==> src/rtl/gpio_pkg.sv <==
package gpio_pkg;
  localparam int NUM_PINS  = 16;
  localparam int NUM_BANKS = 4;
  localparam int MODE_W    = 4;
  localparam int ADDR_W    = 12;
  localparam int DATA_W    = 32;
  localparam int BANK_IDX_W = $clog2(NUM_BANKS);

  localparam int BANK_BASE  [NUM_BANKS] = '{0, 2, 6, 10};
  localparam int BANK_WIDTH [NUM_BANKS] = '{2, 4, 4, 6};

  localparam logic [MODE_W-1:0] MODE_IN  = 4'h1;
  localparam logic [MODE_W-1:0] MODE_OUT = 4'h8;

  localparam logic [ADDR_W-1:0] DATA_ADDR0  = 12'h170;
  localparam logic [ADDR_W-1:0] CFG_ADDR0   = 12'h180;
  localparam logic [ADDR_W-1:0] DRIVE_ADDR  = 12'h190;

  typedef enum logic [1:0] {RD_NONE, RD_DATA, RD_CFG, RD_DRIVE} rdSel_e;

  typedef struct packed {
    logic [NUM_BANKS-1:0]  dataWe;
    logic [NUM_BANKS-1:0]  cfgWe;
    logic                  driveWe;
    rdSel_e                rdSel;
    logic [BANK_IDX_W-1:0] rdBank;
  } gpioStrobe_t;

  function automatic int pinBank(int p);
    int bk = 0;
    for (int b = 0; b < NUM_BANKS; b++) if (p >= BANK_BASE[b]) bk = b;
    return bk;
  endfunction

  function automatic int pinLocal(int p);
    return p - BANK_BASE[pinBank(p)];
  endfunction
endpackage

==> src/rtl/gpio_ctrl.sv <==
module gpio_ctrl
  import gpio_pkg::*;
(
  input  logic              clk,
  input  logic              rstN,
  input  logic              busValid,
  input  logic              busWrite,
  input  logic [ADDR_W-1:0] busAddr,
  output gpioStrobe_t       ctl
);
  logic [NUM_BANKS-1:0] dataHit, cfgHit;
  logic driveHit, wrReq, rdReq;

  assign wrReq = busValid & busWrite;
  assign rdReq = busValid & ~busWrite;

  always_comb begin
    dataHit = '0;
    cfgHit  = '0;
    for (int b = 0; b < NUM_BANKS; b++) begin
      dataHit[b] = (busAddr == DATA_ADDR0 + ADDR_W'(4 * b));
      cfgHit[b]  = (busAddr == CFG_ADDR0 + ADDR_W'(4 * b));
    end
    driveHit = (busAddr == DRIVE_ADDR);
  end

  always_comb begin
    ctl = '0;
    ctl.dataWe  = dataHit & {NUM_BANKS{wrReq}};
    ctl.cfgWe   = cfgHit & {NUM_BANKS{wrReq}};
    ctl.driveWe = driveHit & wrReq;
    ctl.rdSel   = RD_NONE;
    if (rdReq) begin
      if (|dataHit)     ctl.rdSel = RD_DATA;
      else if (|cfgHit) ctl.rdSel = RD_CFG;
      else if (driveHit) ctl.rdSel = RD_DRIVE;
    end
    for (int b = 0; b < NUM_BANKS; b++)
      if (dataHit[b] | cfgHit[b]) ctl.rdBank = BANK_IDX_W'(b);
  end

  // one register per access at most
  assert_one_target_R2: assert property (@(posedge clk) disable iff (!rstN)
    $onehot0({ctl.dataWe, ctl.cfgWe, ctl.driveWe}));
  // nothing written without a bus write
  assert_no_stray_write_R2: assert property (@(posedge clk) disable iff (!rstN)
    !(busValid && busWrite) |-> ({ctl.dataWe, ctl.cfgWe, ctl.driveWe} == '0));
  // read select only during a read
  assert_read_only_on_read_R10: assert property (@(posedge clk) disable iff (!rstN)
    (ctl.rdSel != RD_NONE) |-> (busValid && !busWrite));
endmodule

==> src/rtl/gpio_datapath.sv <==
module gpio_datapath
  import gpio_pkg::*;
(
  input  logic                clk,
  input  logic                rstN,
  input  gpioStrobe_t         ctl,
  input  logic [DATA_W-1:0]   busWdata,
  input  logic [NUM_PINS-1:0] pinIn,
  output logic [DATA_W-1:0]   busRdata,
  output logic [NUM_PINS-1:0] pinOut,
  output logic [NUM_PINS-1:0] pinOe
);
  logic [NUM_PINS-1:0] dataQ, odQ, syncA, syncB;
  logic [MODE_W-1:0]   modeQ [NUM_PINS];
  logic [DATA_W-1:0]   bankDataRd [NUM_BANKS];
  logic [DATA_W-1:0]   bankCfgRd  [NUM_BANKS];

  always_ff @(posedge clk or negedge rstN) begin
    if (!rstN) begin
      dataQ <= '0;
      odQ   <= '0;
      syncA <= '0;
      syncB <= '0;
      for (int p = 0; p < NUM_PINS; p++) modeQ[p] <= '0;
    end else begin
      syncA <= pinIn;
      syncB <= syncA;
      if (ctl.driveWe) odQ <= busWdata[NUM_PINS-1:0];
      for (int p = 0; p < NUM_PINS; p++) begin
        if (ctl.dataWe[pinBank(p)]) dataQ[p] <= busWdata[pinLocal(p)];
        if (ctl.cfgWe[pinBank(p)])  modeQ[p] <= busWdata[MODE_W*pinLocal(p) +: MODE_W];
      end
    end
  end

  for (genvar b = 0; b < NUM_BANKS; b++) begin : g_bank
    logic [DATA_W-1:0] dRd, cRd;
    always_comb begin
      dRd = '0;
      cRd = '0;
      for (int n = 0; n < BANK_WIDTH[b]; n++) begin
        dRd[n] = (modeQ[BANK_BASE[b]+n] == MODE_OUT) ? dataQ[BANK_BASE[b]+n]
                                                     : syncB[BANK_BASE[b]+n];
        cRd[MODE_W*n +: MODE_W] = modeQ[BANK_BASE[b]+n];
      end
    end
    assign bankDataRd[b] = dRd;
    assign bankCfgRd[b]  = cRd;
  end

  always_comb begin
    for (int p = 0; p < NUM_PINS; p++) begin
      if (odQ[p]) begin
        pinOe[p]  = (modeQ[p] == MODE_OUT) & ~dataQ[p];
        pinOut[p] = 1'b0;
      end else begin
        pinOe[p]  = (modeQ[p] == MODE_OUT);
        pinOut[p] = dataQ[p];
      end
    end
  end

  always_comb begin
    case (ctl.rdSel)
      RD_DATA:  busRdata = bankDataRd[ctl.rdBank];
      RD_CFG:   busRdata = bankCfgRd[ctl.rdBank];
      RD_DRIVE: busRdata = DATA_W'(odQ);
      default:  busRdata = '0;
    endcase
  end

  for (genvar p = 0; p < NUM_PINS; p++) begin : g_chk
    localparam int B = pinBank(p);
    localparam int L = pinLocal(p);
    // driver on only in output mode
    assert_oe_needs_out_R5: assert property (@(posedge clk) disable iff (!rstN)
      pinOe[p] |-> (modeQ[p] == MODE_OUT));
    // open-drain pin never drives high
    assert_od_never_high_R6: assert property (@(posedge clk) disable iff (!rstN)
      (odQ[p] && pinOe[p]) |-> !pinOut[p]);
    // bank data bit lands on its pin
    assert_data_lands_R3: assert property (@(posedge clk) disable iff (!rstN)
      ctl.dataWe[B] |=> (dataQ[p] == $past(busWdata[L])));
    // mode field lands on its pin
    assert_mode_lands_R4: assert property (@(posedge clk) disable iff (!rstN)
      ctl.cfgWe[B] |=> (modeQ[p] == $past(busWdata[MODE_W*L +: MODE_W])));
  end
endmodule

==> src/rtl/gpio_multibank.sv <==
module gpio_multibank
  import gpio_pkg::*;
(
  input  logic                clk,
  input  logic                rstN,
  input  logic                busValid,
  input  logic                busWrite,
  input  logic [ADDR_W-1:0]   busAddr,
  input  logic [DATA_W-1:0]   busWdata,
  output logic [DATA_W-1:0]   busRdata,
  input  logic [NUM_PINS-1:0] pinIn,
  output logic [NUM_PINS-1:0] pinOut,
  output logic [NUM_PINS-1:0] pinOe
);
  gpioStrobe_t ctl;

  gpio_ctrl ctrl_i (
    .clk(clk), .rstN(rstN), .busValid(busValid), .busWrite(busWrite),
    .busAddr(busAddr), .ctl(ctl)
  );

  gpio_datapath dp_i (
    .clk(clk), .rstN(rstN), .ctl(ctl), .busWdata(busWdata), .pinIn(pinIn),
    .busRdata(busRdata), .pinOut(pinOut), .pinOe(pinOe)
  );
endmodule

==> config.mk <==
export PLATFORM = sky130hd
export DESIGN_NAME = gpio_multibank
export DESIGN_NICKNAME = d
export VERILOG_FILES = /design/src/rtl/gpio_pkg.sv /design/src/rtl/gpio_ctrl.sv /design/src/rtl/gpio_datapath.sv /design/src/rtl/gpio_multibank.sv
export SDC_FILE = /design/constraint.sdc
export NUM_CORES = 1
export LEC_CHECK = 0
export ABC_CLOCK_PERIOD_IN_PS = 5450
export BUFFER_PORTS_ARGS = -buffer_cell sky130_fd_sc_hd__buf_2
export CAP_MARGIN = 40
export CORE_MARGIN = 1
export CORE_UTILIZATION = 45
export DETAILED_ROUTE_END_ITERATION = 8
export MAX_ROUTING_LAYER = met4
export PLACE_DENSITY = 0.78
export SYNTH_ARGS = -nofsm -noshare
export SYNTH_HDL_FRONTEND = slang
export SYNTH_HIERARCHICAL = 1
export SYNTH_SLANG_ARGS = --single-unit
export TNS_END_PERCENT = 50
==> constraint.sdc <==
create_clock -name clk -period 5.45 [get_ports clk]
set_input_delay 1.635 -clock clk [delete_from_list [all_inputs] [get_ports clk]]
set_output_delay 1.635 -clock clk [all_outputs]
set_load 0.02 [all_outputs]
==> impl_metrics.tcl, run 1 <==
set metrics [dict create \
    drt-total-wl_mm 15.3 \
    dpl_cell_area_um2 6850 \
    htree_levels 4 \
    routed_via_density 5.50 \
    maxCapViolations 0 \
    fin_crit_sh_pct 100 \
    dieArea_um2 13800 \
    antenna_found_initial 1 \
    yosysMostFrequentCell "dfrtp_1" \
    coreArea_um2 12800 \
    synth_common_cells "dfrtp_1 (128), mux2_2 (104), nor2b_1 (20), nand2_1 (19), and2_1 (17)" \
    cts_hold_buf 0 \
    synth.top_cell.area_share_pct 53.3 \
    rows 41 \
    synth_area_leaders "dfrtp_1 (53%), mux2_2 (20%), mux4_2 (2.6%)" \
    yosysWarnings 6 \
    crit_type "input pin to output pin" \
    cts_tree "built" \
    startpoint_type "input pin" \
    worstPathMaxFanout 7 \
    worstSetupEndpointType "output pin" \
    setup_violations 1 \
    netlist_instances 448 \
    clk_latency_ps 410 \
    place_ws_ps -73.9 \
    cts_inserted_buffers 17 \
    cts.sinks 128 \
    design_area_um2 7610 \
    post-route-min-period_ps 5460 \
    netlist_area_um2 6000 \
    internal-power_w 0.00179 \
    required_ps 3820 \
    power.share.switching_pct 20.2 \
    peakVddDrop_mv 0.287 \
    syn_to_final_growth_pct 26.8 \
    ioPinCount 128 \
    grt_remaining_overflow 0 \
    async_flop_share_pct 100 \
    ys_seq_elements 128 \
    worst_pin_slew_ps 802 \
    fin_worst_skew_ps 4.46 \
    path_clk_slew_ps 50 \
    syn_avg_cell_area_um2 13.4 \
    dr.pass1.iters 4 \
    p_leak_nw 3.79 \
    synthFlopType "dfrtp_1" \
    grt_pass1_wl_mm 24.0 \
    status "finished, violations left" \
    power.share.sequential_pct 43.3 \
    fin_hold_ws_ps 345 \
    rrSetupSlack_ps 4600 \
    switchingPower_w 0.000453 \
    drv_slew 0 \
    dp_hpwl_mm 10.5 \
    clkPwrFrac_pct 53.3 \
    slew_headroom_pct 46.3 \
    cp.arrival_ps 3830 \
    layout.nets 647 \
    grt_pass1_vias 4460 \
    wl_per_cell_um 19.9 \
    hp-class "flip-flop to flip-flop" \
    crit_slowest_cell "mux4_2" \
    clk_path_buf_depth 2 \
    root_buffer "clkbuf_16" \
    drive_above_1_share_pct 51.3 \
    p_total_w 0.00224 \
    grt_util_all_layers_pct 23.6 \
    globalplace.congestion 0.860 \
    portBuffers 111 \
    layout_setup_ws_ps -11.3 \
    synth_edf_count 0 \
    p_comb_share_pct 3.4 \
    drcViolationCount 0 \
    route.vias.total 4226 \
    die_w_um 118 \
    max_freq_mhz 183 \
    synthDistinctLibCells 42 \
    cp_cell_sequence "buf_6, nor4b_4, buf_4, nand2_4, a21oi_2, buf_6, mux4_2, a222oi_1, o21ai_1, buf_4" \
    max_stage_delay_ps 510 \
    ant_nets 0 \
    rsz0062_at_grt "true" \
    die_height_um 118 \
    start_util_pct 46.8 \
    hold_viol_final 0 \
    grt_max_degree 58 \
    p_per_area_nw_per_um2 294 \
    yosysSeqAreaShare_pct 53.3 \
    synth.largest_area_cell "dfrtp_1" \
    violations "negative setup slack" \
    drtIter0Drc 308 \
]
-- path summary, 6_finish.rpt --
kind	from	end	cells past startpoint
min in group asynchronous	rstN	dp_i/bankCfgRd[33]	1
worst max-delay path	busAddr[11]	busRdata[3]	10
worst max register to register	dp_i/odQ[11]	dp_i/odQ[11]	1
worst min-delay path	dp_i/syncA[12]	dp_i/syncB[12]	0
max in group asynchronous	rstN	dp_i/bankCfgRd[15]	2
worst min register to register	dp_i/syncA[12]	dp_i/syncB[12]	0
-- sequential cells by signal (all words and copies together) (netlist names) --
register	cells
dp_i/bankCfgRd	64
dp_i/dataQ	16
dp_i/odQ	16
dp_i/syncA	16
dp_i/syncB	16
-- layout by cell type (no fill, tap or decap), types with 8 or more instances in the layout --
master,netlist,final
buf_2,9,107
nand2_1,19,18
buf_4,9,22
clkbuf_16,0,18
nor2b_1,20,19
dfrtp_1,128,128
mux2i_1,12,12
nor4b_1,11,10
o21ai_1,12,12
a21boi_0,13,13
mux2_2,104,104
conb_1,1,8
nor4b_2,7,8
and2_1,17,17
mux2_1,8,8
a22oi_1,8,8
-- per-stage QoR --
stage,utilization (%),cells,TNS (ps)
after floorplan,-,455,0
after global placement,53.2,727,0
after detailed placement,53.4,729,-216
after CTS,58.4,763,0
after global routing,59.4,769,-132
final,59.4,769,-11.3
-- power by group through the flow --
stage	Sequential, W	Combinational, W	Clock, W
finish	0.000970	0.0000762	0.00120
global route	0.000971	0.0000843	0.00126
CTS	0.000970	0.0000742	0.00121
detailed placement	0.000986	0.0000732	0
global placement	0.000986	0.0000708	0
floorplan	0.000984	0.0000237	0
-- critical path: cells and delay by family --
kind                   cells  cell delay (ps)
AND/OR/NAND/NOR            2              420
AO/OA/AOI/OAI              3              620
multiplexers               1              510
buffers and inverters      4              630
-- cell families after synthesis --
group           count (synthesis)  synth area share, %
mux                           132                 26.1
flops                         128                 53.3
simple gates                  104                 11.6
compound gates                 53                 6.13
buf+inv                        30                 2.75
other cells                     1               0.0625
-- routing by layer --
layer	routed length [um]	global-route usage [%]	vias to the layer above
met5	0	-	-
met4	352	9.13	0
met3	993	6.15	30
met2	7720	38.4	160
met1	6220	28.3	2144
li1	-	-	1892
-- final cells by class --
class / instances / area, um^2
fillers: 1020 / 5210
flip-flops and latches: 128 / 3200
multi-input cells: 297 / 2720
repair buffers: 138 / 837
clock buffers: 21 / 470
well taps: 172 / 215
clock inverters: 11 / 160
inverters: 1 / 3.75
diodes: 1 / 2.50
-- repair_timing --
action / CTS / global route
gates resized for setup: 1 / 13
pin swaps: 1 / 5
setup endpoints to repair: 7 / 17
buffers inserted: 2 / 4
gates cloned: 0 / 1
(Power assumes the default switching activity.)
==> run 2: changes to the inputs <==
--- a/config.mk
+++ b/config.mk
@@ -5,6 +5,7 @@
 export SDC_FILE = /design/constraint.sdc
 export NUM_CORES = 1
 export LEC_CHECK = 0
+export ABC_AREA = 1
 export ABC_CLOCK_PERIOD_IN_PS = 5450
 export BUFFER_PORTS_ARGS = -buffer_cell sky130_fd_sc_hd__buf_2
 export CAP_MARGIN = 40
==> impl_metrics.tcl, run 2 <==
set metrics [dict create \
    grt_max_degree 53 \
    synth_common_cells "nand2_1 (134), dfrtp_1 (128), inv_1 (96), o21ai_0 (93), nor2_1 (59)" \
    synth_edf_count 0 \
    path_clk_slew_ps 50 \
    dp_hpwl_mm 11.5 \
    cts_resized 0 \
    cpMostUsedCell "inv_1" \
    clkPwrFrac_pct 52.7 \
    p_per_area_nw_per_um2 298 \
    layout_commonest_cell "nand2_1" \
    max_freq_mhz 190 \
    clk_path_buf_depth 2 \
    worstSetupEndpointType "output pin" \
    grt_pass1_vias 5227 \
    dr.pass1.iters 8 \
    root_buffer "clkbuf_16" \
    worstPathMaxFanout 11 \
    status "complete, no violations" \
    postCtsSetupBuffers 0 \
    start_util_pct 46.0 \
    layout.nets 898 \
    fin_worst_skew_ps 6.70 \
    maxCapViolations 0 \
    ioPinCount 128 \
    drt-total-wl_mm 16.4 \
    worst_pin_slew_ps 879 \
    largest_register_ffs 64 \
    netlist_instances 711 \
    hp-class "flip-flop to flip-flop" \
    yosysMostFrequentCell "nand2_1" \
    drcViolationCount 0 \
    power.share.sequential_pct 43.5 \
    htree_levels 4 \
    portBuffers 111 \
    coreArea_um2 13200 \
    startpoint_type "input pin" \
    yosysWarnings 6 \
    finalSetupTns_ps 0 \
    clk_latency_ps 410 \
    power.share.switching_pct 20.9 \
    rows 42 \
    peakVddDrop_mv 0.185 \
    drtIter0Drc 591 \
    grt_util_all_layers_pct 25.3 \
    fin_crit_sh_pct 96.4 \
    p_leak_nw 3.90 \
    final_cell_mix "nand2_1 (133), dfrtp_1 (128), buf_2 (110)" \
    slew_headroom_pct 40.9 \
    cp.arrival_ps 3620 \
    synth.largest_area_cell "dfrtp_1" \
    fin_hold_ws_ps 342 \
    grt_pass1_wl_mm 26.4 \
    syn_to_final_growth_pct 23.2 \
    required_ps 3820 \
    dieArea_um2 14000 \
    cts_tree "built" \
    post-route-min-period_ps 5250 \
    synthFlopType "dfrtp_1" \
    grt_remaining_overflow 0 \
    cts_inserted_buffers 17 \
    ant_nets 0 \
    drive_above_1_share_pct 25.4 \
    synth.top_cell.area_share_pct 52.8 \
    antenna_cells 0 \
    netlist_area_um2 6070 \
    drv_slew 0 \
    cts.sinks 128 \
    switchingPower_w 0.000467 \
    critical-path-top-delay-family "simple AND/OR/NAND/NOR gates" \
    max_stage_delay_ps 340 \
    ys_seq_elements 128 \
    routed_via_density 5.23 \
    setup_violations 0 \
    async_flop_share_pct 100 \
    rrSetupSlack_ps 4600 \
    rsz0062_at_grt "false" \
    wl_per_cell_um 16.0 \
    path_buf_inv 5 \
    antenna_found_initial 0 \
    p_comb_share_pct 3.7 \
    cp_cell_sequence "buf_2, inv_1, nand2_2, nor2_2, nand3b_1, a21boi_1, inv_1, nand2_1, inv_1, a21oi_1, nand2_1, buf_2" \
    die_height_um 118 \
    internal-power_w 0.00176 \
    route.vias.total 5352 \
    hold_viol_final 0 \
    synthDistinctLibCells 32 \
    syn_avg_cell_area_um2 8.54 \
    yosysSeqAreaShare_pct 52.8 \
    cts_hold_buf 0 \
    globalplace.congestion 0.874 \
    crit_slowest_cell "inv_1" \
    crit_type "input pin to output pin" \
    synth_area_leaders "dfrtp_1 (53%), nand2_1 (8.3%), o21ai_0 (7.7%)" \
    die_w_um 118 \
]
## run 2: changes by cell type after synthesis, moves of 8 or more
cell      change
a21oi_1      +36
nand3_1      +28
inv_1        +96
and2_1       -17
nor2b_1      -20
mux2i_1      -12
nor2_1       +49
nand2_1     +115
mux2_1        -8
mux2_2       -77
a21boi_0     -13
o21ai_0      +92
nor4b_1      -11
## run 2: final timing paths
path / from / depth (start not counted) / to
worst max-delay path: busAddr[0] / 12 / busRdata[0]
worst min-delay path: dp_i/syncA[1] / 0 / dp_i/syncB[1]
worst max register to register: dp_i/odQ[2] / 1 / dp_i/odQ[2]
worst min register to register: dp_i/syncA[1] / 0 / dp_i/syncB[1]
max in group asynchronous: rstN / 3 / dp_i/bankCfgRd[13]
min in group asynchronous: rstN / 1 / dp_i/syncA[9]
## run 2: layout make-up
cell class | count | area (um^2)
Fill cell | 1192 | 5710
Tap cell | 176 | 220
Timing Repair Buffer | 133 | 754
Inverter | 102 | 383
Clock buffer | 20 | 447
Multi-Input combinational cell | 452 | 2310
Clock inverter | 12 | 165
Sequential cell | 128 | 3200
## run 2: kinds of logic after synthesis
logic type	after synthesis	share of synthesized area, %
multiplexers	27	5.01
AND/OR/NAND/NOR	257	18.5
buffers and inverters	138	9.83
flip-flops	128	52.8
other	1	0.0618
AO/OA/AOI/OAI	160	13.8
## run 2: per-stage QoR
step / setup WS (ps) / utilization [%] / total power [W] / instance area [um^2] / std cells
floorplan: 635 / - / 0.00102 / 6100 / 718
global placement: 216 / 51.5 / 0.00107 / 6800 / 986
detailed placement: 229 / 52.0 / 0.00107 / 6860 / 991
CTS: 188 / 56.7 / 0.00225 / 7480 / 1023
global route: 37.3 / 56.7 / 0.00229 / 7480 / 1023
finish: 195 / 56.7 / 0.00223 / 7480 / 1023
## run 2: power by group through the flow
| stage | sequential [W] | clock (W) | combinational, W |
|---|---|---|---|
| after floorplan | 0.000986 | 0 | 0.0000319 |
| after global placement | 0.000987 | 0 | 0.0000800 |
| after detailed placement | 0.000987 | 0 | 0.0000834 |
| after CTS | 0.000971 | 0.00119 | 0.0000841 |
| after global routing | 0.000972 | 0.00123 | 0.0000933 |
| final | 0.000971 | 0.00118 | 0.0000834 |
## run 2: layer usage
layer / track usage [%] / share of wire, % / wire length (um)
met3: 5.36 / 8.0 / 1310
met1: 33.5 / 43 / 7060
met5: - / 0 / 0
met4: 8.89 / 2.6 / 429
met2: 38.5 / 46 / 7580
